**config.mk**
```make
export PLATFORM = sky130hd
export DESIGN_NAME = ts_out_formatter
export DESIGN_NICKNAME = d
export VERILOG_FILES = /design/src/rtl/ts_fmt_pkg.sv /design/src/rtl/ts_fmt_engine.sv /design/src/rtl/ts_fmt_lane_map.sv /design/src/rtl/ts_fmt_launch.sv /design/src/rtl/ts_out_formatter.sv
export SDC_FILE = /design/constraint.sdc
export NUM_CORES = 1
export LEC_CHECK = 0
export BUFFER_PORTS_ARGS = -buffer_cell sky130_fd_sc_hd__buf_2
export CAP_MARGIN = 20
export CORE_MARGIN = 2
export CORE_UTILIZATION = 63
export CTS_BUF_LIST = sky130_fd_sc_hd__clkbuf_8
export CTS_CLUSTER_SIZE = 30
export DETAILED_ROUTE_END_ITERATION = 12
export PLACE_DENSITY = 0.85
export SLEW_MARGIN = 20
export SYNTH_ARGS = -nofsm -noshare
export SYNTH_HDL_FRONTEND = slang
export SYNTH_SLANG_ARGS = --single-unit
```
**constraint.sdc**
```tcl
create_clock -name clk -period 5.9 [get_ports clk]
set_clock_uncertainty 0.2 [all_clocks]
set_input_delay 1.18 -clock clk [delete_from_list [all_inputs] [get_ports clk]]
set_output_delay 1.18 -clock clk [all_outputs]
set_load 0.005 [all_outputs]
```
**src/rtl/ts_fmt_pkg.sv**
```systemverilog
package ts_fmt_pkg;
    parameter int unsigned TS_BYTE_W_DEF   = 8;
    parameter int unsigned TS_PKT_LEN_DEF  = 188;
    parameter int unsigned TS_TEI_BYTE_DEF = 1;
    parameter int unsigned TS_TEI_BIT_DEF  = 7;

    typedef enum logic {
        PH_GAP  = 1'b0,
        PH_SEND = 1'b1
    } fmt_phase_e;

    typedef enum logic {
        LAUNCH_FALL = 1'b0,
        LAUNCH_RISE = 1'b1
    } launch_edge_e;
endpackage

```
**src/rtl/ts_fmt_engine.sv**
```systemverilog
module ts_fmt_engine
    import ts_fmt_pkg::*;
#(
    parameter int unsigned W        = 8,
    parameter int unsigned PKT_LEN  = 188,
    parameter int unsigned TEI_BYTE = 1,
    parameter int unsigned TEI_BIT  = 7,
    localparam int unsigned IDX_W   = $clog2(PKT_LEN)
) (
    input  logic             clk,
    input  logic             rst_n,
    input  logic             en,
    input  logic             cfg_serial,
    input  logic             cfg_tei_force,
    input  logic [W-1:0]     src_data,
    input  logic             src_err,
    input  logic             src_valid,
    output logic             src_ready,
    output logic             nxt_send,
    output logic             nxt_bad,
    output logic [IDX_W-1:0] nxt_idx,
    output logic [W-1:0]     nxt_shreg
);
    localparam int unsigned BIT_W = (W > 1) ? $clog2(W) : 1;
    localparam logic [IDX_W-1:0] IDX_LAST = IDX_W'(PKT_LEN - 1);
    localparam logic [IDX_W-1:0] TEI_IDX  = IDX_W'(TEI_BYTE);
    localparam logic [BIT_W-1:0] BIT_LAST = BIT_W'(W - 1);

    typedef struct packed {
        fmt_phase_e       phase;
        logic             bad;
        logic [IDX_W-1:0] idx;
        logic [BIT_W-1:0] bitc;
        logic [W-1:0]     shreg;
    } eng_st_t;

    eng_st_t          st_q, st_d;
    logic             slot_end;
    logic             at_bound;
    logic [IDX_W-1:0] idx_inc;
    logic [W-1:0]     fixed_byte;

    always_comb begin
        slot_end   = !cfg_serial || (st_q.bitc == BIT_LAST);
        at_bound   = (st_q.phase == PH_GAP) || (slot_end && (st_q.idx == IDX_LAST));
        src_ready  = at_bound ? en : slot_end;
        idx_inc    = st_q.idx + 1'b1;
        fixed_byte = src_data;
        if ((idx_inc == TEI_IDX) && st_q.bad && cfg_tei_force) begin
            fixed_byte[TEI_BIT] = 1'b1;
        end

        st_d = st_q;
        if (at_bound) begin
            if (en && src_valid) begin
                st_d = '{phase: PH_SEND, bad: src_err, idx: '0, bitc: '0, shreg: src_data};
            end else begin
                st_d = '{phase: PH_GAP, bad: 1'b0, idx: '0, bitc: '0, shreg: '0};
            end
        end else if (slot_end) begin
            st_d.idx   = idx_inc;
            st_d.bitc  = '0;
            st_d.shreg = fixed_byte;
        end else begin
            st_d.bitc  = st_q.bitc + 1'b1;
            st_d.shreg = st_q.shreg << 1;
        end
    end

    always_ff @(posedge clk or negedge rst_n) begin
        if (!rst_n) begin
            st_q <= '{phase: PH_GAP, bad: 1'b0, idx: '0, bitc: '0, shreg: '0};
        end else begin
            st_q <= st_d;
        end
    end

    assign nxt_send  = (st_d.phase == PH_SEND);
    assign nxt_bad   = st_d.bad;
    assign nxt_idx   = st_d.idx;
    assign nxt_shreg = st_d.shreg;

    // the byte index never leaves the packet
    assert_idx_range_R1: assert property (@(posedge clk) disable iff (!rst_n)
        (st_q.phase == PH_SEND) |-> (st_q.idx <= IDX_LAST));

    // inside a packet each completed slot steps exactly one byte on
    assert_byte_step_R1: assert property (@(posedge clk) disable iff (!rst_n)
        ((st_q.phase == PH_SEND) && slot_end && !at_bound)
        |=> ((st_q.phase == PH_SEND) && (st_q.idx == $past(st_q.idx) + 1'b1)));

    // no accepted first byte at a boundary means the gap state follows
    assert_no_partial_R10: assert property (@(posedge clk) disable iff (!rst_n)
        (at_bound && !(en && src_valid)) |=> (st_q.phase == PH_GAP));

    // the source keeps a started packet gapless
    assert_source_gapless_R1: assert property (@(posedge clk) disable iff (!rst_n)
        ((st_q.phase == PH_SEND) && !at_bound && src_ready) |-> src_valid);
endmodule

```
**src/rtl/ts_fmt_lane_map.sv**
```systemverilog
module ts_fmt_lane_map #(
    parameter int unsigned W     = 8,
    parameter int unsigned IDX_W = 8
) (
    input  logic             en,
    input  logic             cfg_serial,
    input  logic             cfg_lane_swap,
    input  logic             send,
    input  logic             bad,
    input  logic [IDX_W-1:0] idx,
    input  logic [W-1:0]     shreg,
    output logic [W-1:0]     o_data,
    output logic             o_start,
    output logic             o_valid,
    output logic             o_err_n
);
    logic [W-1:0] ser_vec;

    for (genvar i = 0; i < W; i++) begin : g_lane
        if (W == 1) begin : g_single
            assign ser_vec[i] = shreg[W-1];
        end else if (i == 0) begin : g_low
            assign ser_vec[i] = !cfg_lane_swap && shreg[W-1];
        end else if (i == W - 1) begin : g_high
            assign ser_vec[i] = cfg_lane_swap && shreg[W-1];
        end else begin : g_quiet
            assign ser_vec[i] = 1'b0;
        end
    end

    always_comb begin
        if (en && send) begin
            o_data  = cfg_serial ? ser_vec : shreg;
            o_start = (idx == '0);
            o_valid = 1'b1;
            o_err_n = !bad;
        end else begin
            o_data  = '0;
            o_start = 1'b0;
            o_valid = 1'b0;
            o_err_n = 1'b1;
        end
    end
endmodule

```
**src/rtl/ts_fmt_launch.sv**
```systemverilog
module ts_fmt_launch
    import ts_fmt_pkg::*;
#(
    parameter int unsigned     VW       = 11,
    parameter logic [VW-1:0]   IDLE_VAL = '0
) (
    input  logic          clk,
    input  logic          rst_n,
    input  logic          edge_rise,
    input  logic [VW-1:0] d,
    output logic [VW-1:0] q
);
    logic [VW-1:0] rise_q;
    logic [VW-1:0] fall_q;

    always_ff @(posedge clk or negedge rst_n) begin
        if (!rst_n) rise_q <= IDLE_VAL;
        else        rise_q <= d;
    end

    always_ff @(negedge clk or negedge rst_n) begin
        if (!rst_n) fall_q <= IDLE_VAL;
        else        fall_q <= rise_q;
    end

    always_comb begin
        q = (launch_edge_e'(edge_rise) == LAUNCH_RISE) ? rise_q : fall_q;
    end
endmodule

```
**src/rtl/ts_out_formatter.sv**
```systemverilog
module ts_out_formatter
    import ts_fmt_pkg::*;
#(
    parameter int unsigned DATA_W   = TS_BYTE_W_DEF,
    parameter int unsigned PKT_LEN  = TS_PKT_LEN_DEF,
    parameter int unsigned TEI_BYTE = TS_TEI_BYTE_DEF,
    parameter int unsigned TEI_BIT  = TS_TEI_BIT_DEF
) (
    input  logic              clk,
    input  logic              rst_n,
    input  logic [DATA_W-1:0] src_data,
    input  logic              src_err,
    input  logic              src_valid,
    output logic              src_ready,
    input  logic              cfg_serial,
    input  logic              cfg_lane_swap,
    input  logic              cfg_tei_force,
    input  logic              cfg_edge_rise,
    input  logic              cfg_oe_n,
    output logic [DATA_W-1:0] ts_data,
    output logic              ts_start,
    output logic              ts_valid,
    output logic              ts_blk_err_n
);
    localparam int unsigned IDX_W = $clog2(PKT_LEN);
    localparam int unsigned VW    = DATA_W + 3;
    localparam logic [VW-1:0] IDLE_VEC = VW'(1);

    logic              out_en;
    logic              nxt_send, nxt_bad;
    logic [IDX_W-1:0]  nxt_idx;
    logic [DATA_W-1:0] nxt_shreg;
    logic [DATA_W-1:0] m_data;
    logic              m_start, m_valid, m_err_n;
    logic [VW-1:0]     pre_vec, out_vec;

    assign out_en = !cfg_oe_n;

    ts_fmt_engine #(
        .W(DATA_W), .PKT_LEN(PKT_LEN), .TEI_BYTE(TEI_BYTE), .TEI_BIT(TEI_BIT)
    ) i_engine (
        .clk(clk), .rst_n(rst_n), .en(out_en),
        .cfg_serial(cfg_serial), .cfg_tei_force(cfg_tei_force),
        .src_data(src_data), .src_err(src_err), .src_valid(src_valid),
        .src_ready(src_ready),
        .nxt_send(nxt_send), .nxt_bad(nxt_bad), .nxt_idx(nxt_idx), .nxt_shreg(nxt_shreg)
    );

    ts_fmt_lane_map #(.W(DATA_W), .IDX_W(IDX_W)) i_lane_map (
        .en(out_en), .cfg_serial(cfg_serial), .cfg_lane_swap(cfg_lane_swap),
        .send(nxt_send), .bad(nxt_bad), .idx(nxt_idx), .shreg(nxt_shreg),
        .o_data(m_data), .o_start(m_start), .o_valid(m_valid), .o_err_n(m_err_n)
    );

    assign pre_vec = {m_data, m_start, m_valid, m_err_n};

    ts_fmt_launch #(.VW(VW), .IDLE_VAL(IDLE_VEC)) i_launch (
        .clk(clk), .rst_n(rst_n), .edge_rise(cfg_edge_rise),
        .d(pre_vec), .q(out_vec)
    );

    assign ts_data      = out_vec[VW-1:3];
    assign ts_start     = out_vec[2];
    assign ts_valid     = out_vec[1];
    assign ts_blk_err_n = out_vec[0];

    // the bus is quiet outside packets
    assert_gap_quiet_R2: assert property (@(posedge clk) disable iff (!rst_n)
        !ts_valid |-> ((ts_data == '0) && !ts_start && ts_blk_err_n));

    // the start strobe only appears inside a packet
    assert_start_in_pkt_R3: assert property (@(posedge clk) disable iff (!rst_n)
        ts_start |-> ts_valid);

    // the error strobe only appears inside a packet
    assert_err_in_pkt_R5: assert property (@(posedge clk) disable iff (!rst_n)
        !ts_blk_err_n |-> ts_valid);

    // the error strobe holds its level until the packet ends
    assert_err_steady_R5: assert property (@(posedge clk) disable iff (!rst_n)
        (ts_valid && $past(ts_valid) && !ts_start) |-> $stable(ts_blk_err_n));

    // serial data uses a single line
    assert_serial_lane_R9: assert property (@(posedge clk) disable iff (!rst_n)
        cfg_serial |-> ($countones(ts_data) <= 1));

    // a disabled port is quiet
    assert_disabled_quiet_R8: assert property (@(posedge clk) disable iff (!rst_n)
        ($past(cfg_oe_n) && cfg_oe_n) |-> !ts_valid);
endmodule

```
-- Yosys cells after proc, flatten, opt, wreduce, memory -nomap -nowiden
Index checks and enable logic that the tools add are counted.
- input bits: 17
- logic and storage cells: 40
- flip-flop bits (word level): 42
- equal/unequal tests: 3
- multiplexer cells: 13
- reduce and logical (&&, ||, !) cells: 14
- $add $sub $neg: 2
- bitwise logic cells: 1
- operators by type and width (operator ; number):
    8-bit two-way mux ; 3
    11-bit two-way mux ; 2
    21-bit two-way mux ; 1
    19-bit two-way mux ; 1
    8-bit by 1-bit adder with 8-bit output (second input constant) ; 1
    8-bit by 1-bit == test with 1-bit output (second input constant) ; 1
    8-bit == test (second input constant) ; 1
    8-bit zero test ; 1
    1-bit logical AND ; 7
    1-bit two-way mux ; 5
    1-bit zero test ; 4
    3-bit by 1-bit adder with 3-bit output (second input constant) ; 1
    3-bit == test (second input constant) ; 1
    1-bit logical OR ; 2
    2-bit two-way mux ; 1
    1-bit NOT ; 1

-- Depth between registers and ports, before layout
Gate-level depths: netlist of run 1.
- depth in word-level cells: 10
- mapped depth: 9

-- Cells and area by module
A second synthesis of run 1 with hierarchy kept.
- cell total of the unflattened synthesis: 167
- area, all modules: 1998.2 um^2
- modules (own cells, without submodules) (module ; area each (um^2) ; times used ; seq. area each (um^2) ; cells an instance):
    ts_fmt_engine ; 1151.1 ; 1 ; 500.5 ; 113
    ts_fmt_launch ; 729.4 ; 1 ; 553.0 ; 35
    ts_fmt_lane_map ; 113.9 ; 1 ; 0.0 ; 18
    ts_out_formatter ; 3.8 ; 1 ; 0.0 ; 1

==> impl_metrics.py, run 1 <==
metrics = {
    "final_layout": {
        "finish.net_count": 215,
        "layout.cells.most_common": "sky130_fd_sc_hd__dfrtp_1",
        "syn_to_final_growth_pct": 10.9,
        "drive_gt1_share_pct": 28.2,
        "mostFrequentLayoutCells": "sky130_fd_sc_hd__dfrtp_1, sky130_fd_sc_hd__buf_2, sky130_fd_sc_hd__nor2_1",
        "antenna_cells_inserted": 0,
    },
    "global_route": {
        "antenna_found_initial": 0,
        "grt_pass1_vias": 1342,
        "grt_first_pass_wirelength_um": 6040,
        "grt_util_all_layers_pct": 23.3,
        "largest_net_degree_at_the_start_of_global_routing": 24,
        "globalRoute.totalOverflow": 0,
    },
    "sta": {
        "maxSlewHeadroom_pct": 35.9,
        "rsz0062_at_grt": "false",
        "report.final.setup_viol": 0,
        "hold_violations": 0,
        "maxSlewViolCount": 0,
        "totalNegativeSetupSlack_ns": 0,
        "actual_slew_at_the_worst_max_slew_pin_ns": 0.956,
    },
    "clock_network": {
        "cts_tree": "done",
        "clock_tree.buffer_depth": 2,
        "clkTransAtPathRegs_ns": 0.08,
        "clk_latency_ns": 0.29,
        "clock_sinks": 42,
        "cts_max_level": 2,
        "postCtsSetupRepairBufs": 0,
        "cts_root_buffer": "sky130_fd_sc_hd__clkbuf_8",
        "cts_hold_buffers_added": 0,
        "cts-buffers-inserted": 5,
        "cts_repair_resize_count": 0,
    },
    "power_and_ir_drop": {
        "pwr-share-comb_pct": 20.7,
        "power_mw": 0.707,
        "pwr-share-seq_pct": 52.4,
        "share_clk_of_total_power_pct": 26.9,
        "power_switching_share_pct": 31.8,
        "pwr_density_cell_mw_per_mm2": 327,
        "cellInternalPower_mw": 0.482,
        "p_leak_nw": 1.03,
        "worst_ir_drop_vdd_mv": 0.205,
        "net-switching-power_mw": 0.225,
    },
    "synth": {
        "post_synth_num_cell_types": 44,
        "ys_async_sr_fraction_pct": 100,
        "synth_area_mm2": 0.00195,
        "synth-seq-area-share_pct": 54.0,
        "synth_enable_flop_cells": 0,
        "ys_ff_latch": 42,
        "syn-mean-instance-area_um2": 11.5,
        "synthesis.yosys.warnings": 0,
        "synth_flop_cell": "sky130_fd_sc_hd__dfrtp_1",
        "syn-num-nets": 190,
        "post_synth_inst_count": 169,
    },
    "worst_setup_path": {
        "timing.critical_path.fanout_max": 1,
        "crit_path_max_incr_delay_ns": 0.50,
        "crit_family": "flip-flops",
        "worst-setup-path-type": "reg -> out",
        "cp.arrival_ns": 4.02,
        "critical_path.startpoint_type": "flip-flop",
        "worst-endpoint-required_ns": 4.52,
        "timing.critical_path.buf_inv": 1,
        "critPathCaptureType": "output port",
        "critPathSlowestCell": "sky130_fd_sc_hd__dfstp_2",
        "crit_chain": "mux2_2 > buf_2",
    },
    "floorplan": {
        "placementRows": 20,
        "io_pins": 29,
        "core_mm2": 0.00300,
        "chipHeight_um": 59.6,
        "die_w_um": 59.6,
        "die_outline_area_mm2": 0.00356,
        "initial_standard_cell_utilization_of_the_core_pct": 65.0,
    },
    "worst_hold_path": {
        "min-delay-path-class": "reg -> reg",
    },
    "routing": {
        "post_drt_wl_per_cell_um": 16.3,
        "via_count": 1366,
        "finalWirelength_um": 3710,
        "vias_per_cell": 5.99,
        "remaining_number_of_nets_flagged_by_the_antenna_check_after_routing": 0,
        "post-route-drc-count": 0,
        "detail_route.iter0.violations": 52,
        "drt_pre_antenna_iters": 4,
    },
    "placement": {
        "placement.io_buffers": 28,
        "gp_congestion": 0.805,
        "dpl.hpwl_um": 2640,
    },
    "run_status": {
        "outcome": "completed",
    },
    "flow_run": {
        "max-cap-violations": 0,
    },
}
[power groups by stage]
| stage | clock [mW] | combinational [mW] | sequential [mW] |
|---|---|---|---|
| after floorplan | 0.00212 | 0.147 | 0.338 |
| after global placement | 0.00212 | 0.138 | 0.371 |
| after detailed placement | 0.00212 | 0.145 | 0.374 |
| after CTS | 0.194 | 0.146 | 0.369 |
| after global routing | 0.205 | 0.165 | 0.376 |
| final | 0.190 | 0.146 | 0.370 |
[routing by layer]
metal | wire length (µm) | track usage [%]
met5 | 0 | 0
met3 | 184 | 5.24
met2 | 1780 | 36.0
met1 | 1670 | 31.4
met4 | 76 | 10.2
[cells in the mapped netlist, types with 4 or more instances]
library cell | number | area share, %
sky130_fd_sc_hd__mux2_2 | 11 | 6.4
sky130_fd_sc_hd__a22o_1 | 6 | 2.7
sky130_fd_sc_hd__buf_2 | 6 | 1.5
sky130_fd_sc_hd__nand2_1 | 11 | 2.1
sky130_fd_sc_hd__nor3_1 | 5 | 1.3
sky130_fd_sc_hd__dfrtp_1 | 30 | 38
sky130_fd_sc_hd__nor2_1 | 14 | 2.7
sky130_fd_sc_hd__dfrtn_1 | 10 | 13
sky130_fd_sc_hd__xor2_1 | 4 | 1.8
sky130_fd_sc_hd__a21oi_1 | 4 | 1.0
sky130_fd_sc_hd__xnor2_1 | 8 | 3.6
sky130_fd_sc_hd__ha_1 | 4 | 2.6
sky130_fd_sc_hd__nor2b_1 | 6 | 1.9
sky130_fd_sc_hd__inv_1 | 6 | 1.2
[path summary, 6_finish.rpt]
check                                        start            endpoint  slack [ns]  cells after the start
worst min register to register    i_engine.st_q[8]    i_engine.st_q[8]        0.25                      1
worst max register to register  i_launch.rise_q[4]  i_launch.fall_q[4]        2.20                      0
worst min-delay path              i_engine.st_q[8]    i_engine.st_q[8]        0.25                      1
worst max-delay path            i_launch.fall_q[0]        ts_blk_err_n        0.50                      2
max in group asynchronous                    rst_n  i_launch.fall_q[0]        1.57                      1
min in group asynchronous                    rst_n  i_launch.rise_q[6]        0.66                      1
[stage by stage]
step	setup slack, ns	utilization, %	instance area (µm²)	instances	hold WS (ns)
3_3_place_gp	0.857	69.0	2070	220	0.227
2_1_floorplan	0.943	-	1950	169	0.215
6_report	0.499	72.0	2160	228	0.245
3_5_place_dp	0.854	69.0	2070	220	0.239
5_1_grt	0.466	72.0	2160	228	0.276
4_1_cts	0.491	72.0	2160	228	0.250
[registers in the layout (all words and copies together) (netlist names)]
| name | cells |
|---|---|
| i_engine.st_q | 20 |
| i_launch.fall_q | 11 |
| i_launch.rise_q | 11 |
[cell families (layout without fill, tap and decap cells)]
family	Yosys count	in the layout	synth area share [%]
adder cells (fa/ha/maj)	4	4	2.57
AND/OR/NAND/NOR	55	55	15.6
XOR/XNOR	12	12	5.39
AO/OA/AOI/OAI	27	27	11.0
flip-flops	42	42	54.0
multiplexers	12	12	6.86
buffers and inverters	17	43	4.62
[final cells by class]
class                   count  area, µm²
well taps                  33       41.3
repair buffers             29        148
fillers                   224        840
multi-input cells         110        807
flip-flops and latches     42       1050
inverters                   5       18.8
clock inverters             4       26.3
clock buffers               5       68.8
Power figures use the tool's default switching activity.
==> run 2, diff against run 1 <==
--- a/config.mk
+++ b/config.mk
@@ -8,11 +8,11 @@
 export BUFFER_PORTS_ARGS = -buffer_cell sky130_fd_sc_hd__buf_2
 export CAP_MARGIN = 20
 export CORE_MARGIN = 2
-export CORE_UTILIZATION = 63
+export CORE_UTILIZATION = 58
 export CTS_BUF_LIST = sky130_fd_sc_hd__clkbuf_8
 export CTS_CLUSTER_SIZE = 30
 export DETAILED_ROUTE_END_ITERATION = 12
-export PLACE_DENSITY = 0.85
+export PLACE_DENSITY = 0.79
 export SLEW_MARGIN = 20
 export SYNTH_ARGS = -nofsm -noshare
 export SYNTH_HDL_FRONTEND = slang
==> constraint.sdc (replaced) <==
create_clock -name clk -period 5.1 [get_ports clk]
set_clock_uncertainty 0.2 [all_clocks]
set_input_delay 1.02 -clock clk [delete_from_list [all_inputs] [get_ports clk]]
set_output_delay 1.02 -clock clk [all_outputs]
set_load 0.005 [all_outputs]
==> impl_metrics.py, run 2 (synthesis gave the netlist of run 1 again) <==
metrics = {
    "sta": {
        "hold_slack_ns": 0.269,
        "rsz0062_at_grt": "false",
        "report.final.setup_viol": 0,
        "maxSlewViolCount": 0,
        "actual_slew_at_the_worst_max_slew_pin_ns": 0.907,
        "maxSlewHeadroom_pct": 39.1,
        "hold_violations": 0,
        "totalNegativeSetupSlack_ns": 0,
        "min_setup_slack_post_route_ns": 0.257,
    },
    "final_layout": {
        "drive_gt1_share_pct": 28.2,
        "instances_no_fill": 241,
        "layout.cells.most_common": "sky130_fd_sc_hd__dfrtp_1",
        "flip_flop_count_of_the_largest_register_after_layout": 20,
        "largest_registers": "i_engine.st_q x20, i_launch.fall_q x11, i_launch.rise_q x11",
        "largest_register": "i_engine.st_q",
        "mostFrequentLayoutCells": "sky130_fd_sc_hd__dfrtp_1, sky130_fd_sc_hd__buf_2, sky130_fd_sc_hd__nor2_1",
        "antenna_cells_inserted": 0,
        "syn_to_final_growth_pct": 14.1,
        "finish.net_count": 215,
    },
    "clock_network": {
        "clkTransAtPathRegs_ns": 0.07,
        "clk_latency_ns": 0.29,
        "cts_max_level": 2,
        "cts_hold_buffers_added": 0,
        "cts-buffers-inserted": 5,
        "clock_tree.buffer_depth": 2,
        "cts_tree": "done",
        "postCtsSetupRepairBufs": 0,
        "cts_root_buffer": "sky130_fd_sc_hd__clkbuf_8",
        "clock_sinks": 42,
        "cts_repair_resize_count": 0,
    },
    "global_route": {
        "globalRoute.totalOverflow": 0,
        "grt_first_pass_wirelength_um": 5590,
        "grt_pass1_vias": 1198,
        "antenna_found_initial": 0,
        "largest_net_degree_at_the_start_of_global_routing": 28,
        "grt_util_all_layers_pct": 20.9,
    },
    "floorplan": {
        "chipHeight_um": 62.0,
        "io_pins": 29,
        "die_w_um": 62.0,
        "die_outline_area_mm2": 0.00384,
        "initial_standard_cell_utilization_of_the_core_pct": 59.4,
        "placementRows": 21,
        "core_mm2": 0.00328,
    },
    "worst_setup_path": {
        "critical_path.reg2reg.startpoint": "i_launch.rise_q[0]",
        "critical_path.reg2reg.endpoint": "i_launch.fall_q[0]",
        "worst-setup-path-type": "reg -> out",
        "critPathCaptureType": "output port",
        "setup_slack_of_the_worst_register_to_register_path_ns": 1.81,
        "critical_path.startpoint_type": "flip-flop",
        "timing.critical_path.fanout_max": 1,
        "worst-endpoint-required_ns": 3.88,
        "reg2regPathDepth": 0,
        "cp.arrival_ns": 3.62,
    },
    "power_and_ir_drop": {
        "net-switching-power_mw": 0.262,
        "power_mw": 0.917,
        "worst_ir_drop_vdd_mv": 0.220,
        "p_leak_nw": 1.05,
        "cellInternalPower_mw": 0.655,
        "pwr-share-comb_pct": 19.0,
        "pwr_density_cell_mw_per_mm2": 412,
        "share_clk_of_total_power_pct": 34.0,
        "pwr-share-seq_pct": 47.0,
        "power_switching_share_pct": 28.6,
    },
    "worst_hold_path": {
        "hold_path_depth": 1,
        "hold_path_end": "i_engine.st_q[8]",
        "hold_start": "i_engine.st_q[8]",
        "min-delay-path-class": "reg -> reg",
    },
    "run_status": {
        "outcome": "completed",
    },
    "routing": {
        "via_count": 1349,
        "finalWirelength_um": 3680,
        "vias_per_cell": 5.60,
        "post_drt_wl_per_cell_um": 15.3,
        "drt_pre_antenna_iters": 4,
        "detail_route.iter0.violations": 58,
        "post-route-drc-count": 0,
        "remaining_number_of_nets_flagged_by_the_antenna_check_after_routing": 0,
    },
    "placement": {
        "post-place-cells": 233,
        "placement.io_buffers": 28,
        "dpl.hpwl_um": 2580,
        "gp_congestion": 0.839,
        "post-place-ws_ns": 0.606,
    },
    "flow_run": {
        "max-cap-violations": 0,
    },
}
[run 2: changes by cell type in the layout (fill, tap and decap cells not counted), sizes merged]
cell	delta
bufinv	+2
inv	-2
clkinv	+1
clkinvlp	-1
[run 2: worst max path at each step]
stage / cells past startpoint / end / from
final: 2 / ts_blk_err_n / i_launch.fall_q[0]
after global routing: 2 / ts_blk_err_n / i_launch.fall_q[0]
after CTS: 2 / ts_blk_err_n / i_launch.fall_q[0]
after detailed placement: 2 / ts_blk_err_n / i_launch.fall_q[0]
after global placement: 2 / ts_blk_err_n / i_launch.fall_q[0]
after floorplan: 1 / ts_blk_err_n / i_launch.fall_q[0]
[run 2: final cells by class]
cell class              count  area (µm²)
fillers                   248        1060
clock inverters             4        72.6
clock buffers               5        68.8
multi-input cells         110         807
repair buffers             29         148
well taps                  46        57.6
flip-flops and latches     42        1050
inverters                   5        18.8
[run 2: power groups by stage]
| stage | clock (mW) | sequential (mW) | combinational (mW) |
|---|---|---|---|
| after floorplan | 0.00245 | 0.391 | 0.170 |
| after global placement | 0.00245 | 0.429 | 0.160 |
| after detailed placement | 0.00245 | 0.432 | 0.169 |
| after CTS | 0.318 | 0.429 | 0.175 |
| after global routing | 0.337 | 0.437 | 0.191 |
| final | 0.312 | 0.431 | 0.174 |
[run 2: critical path, cell delays in order, from the launching register on]
cell	delay, ns
sky130_fd_sc_hd__dfstp_2	0.50
sky130_fd_sc_hd__mux2_2	0.13
sky130_fd_sc_hd__buf_2	0.10
[run 2: metal layers]
layer	share of wire [%]	wire, µm	track usage (%)	up-vias
met4	3.3	122	10.9	0
met3	4.6	168	7.04	15
met2	47	1710	29.8	44
met1	46	1680	28.3	653
met5	0	0	0	-
li1	-	-	-	637
[run 2: metrics by stage]
stage | instance area (µm²) | util [%]
5_1_grt | 2230 | 67.8
6_report | 2230 | 67.8
3_5_place_dp | 2090 | 63.6
2_1_floorplan | 1950 | -
3_3_place_gp | 2090 | 63.6
4_1_cts | 2230 | 67.8
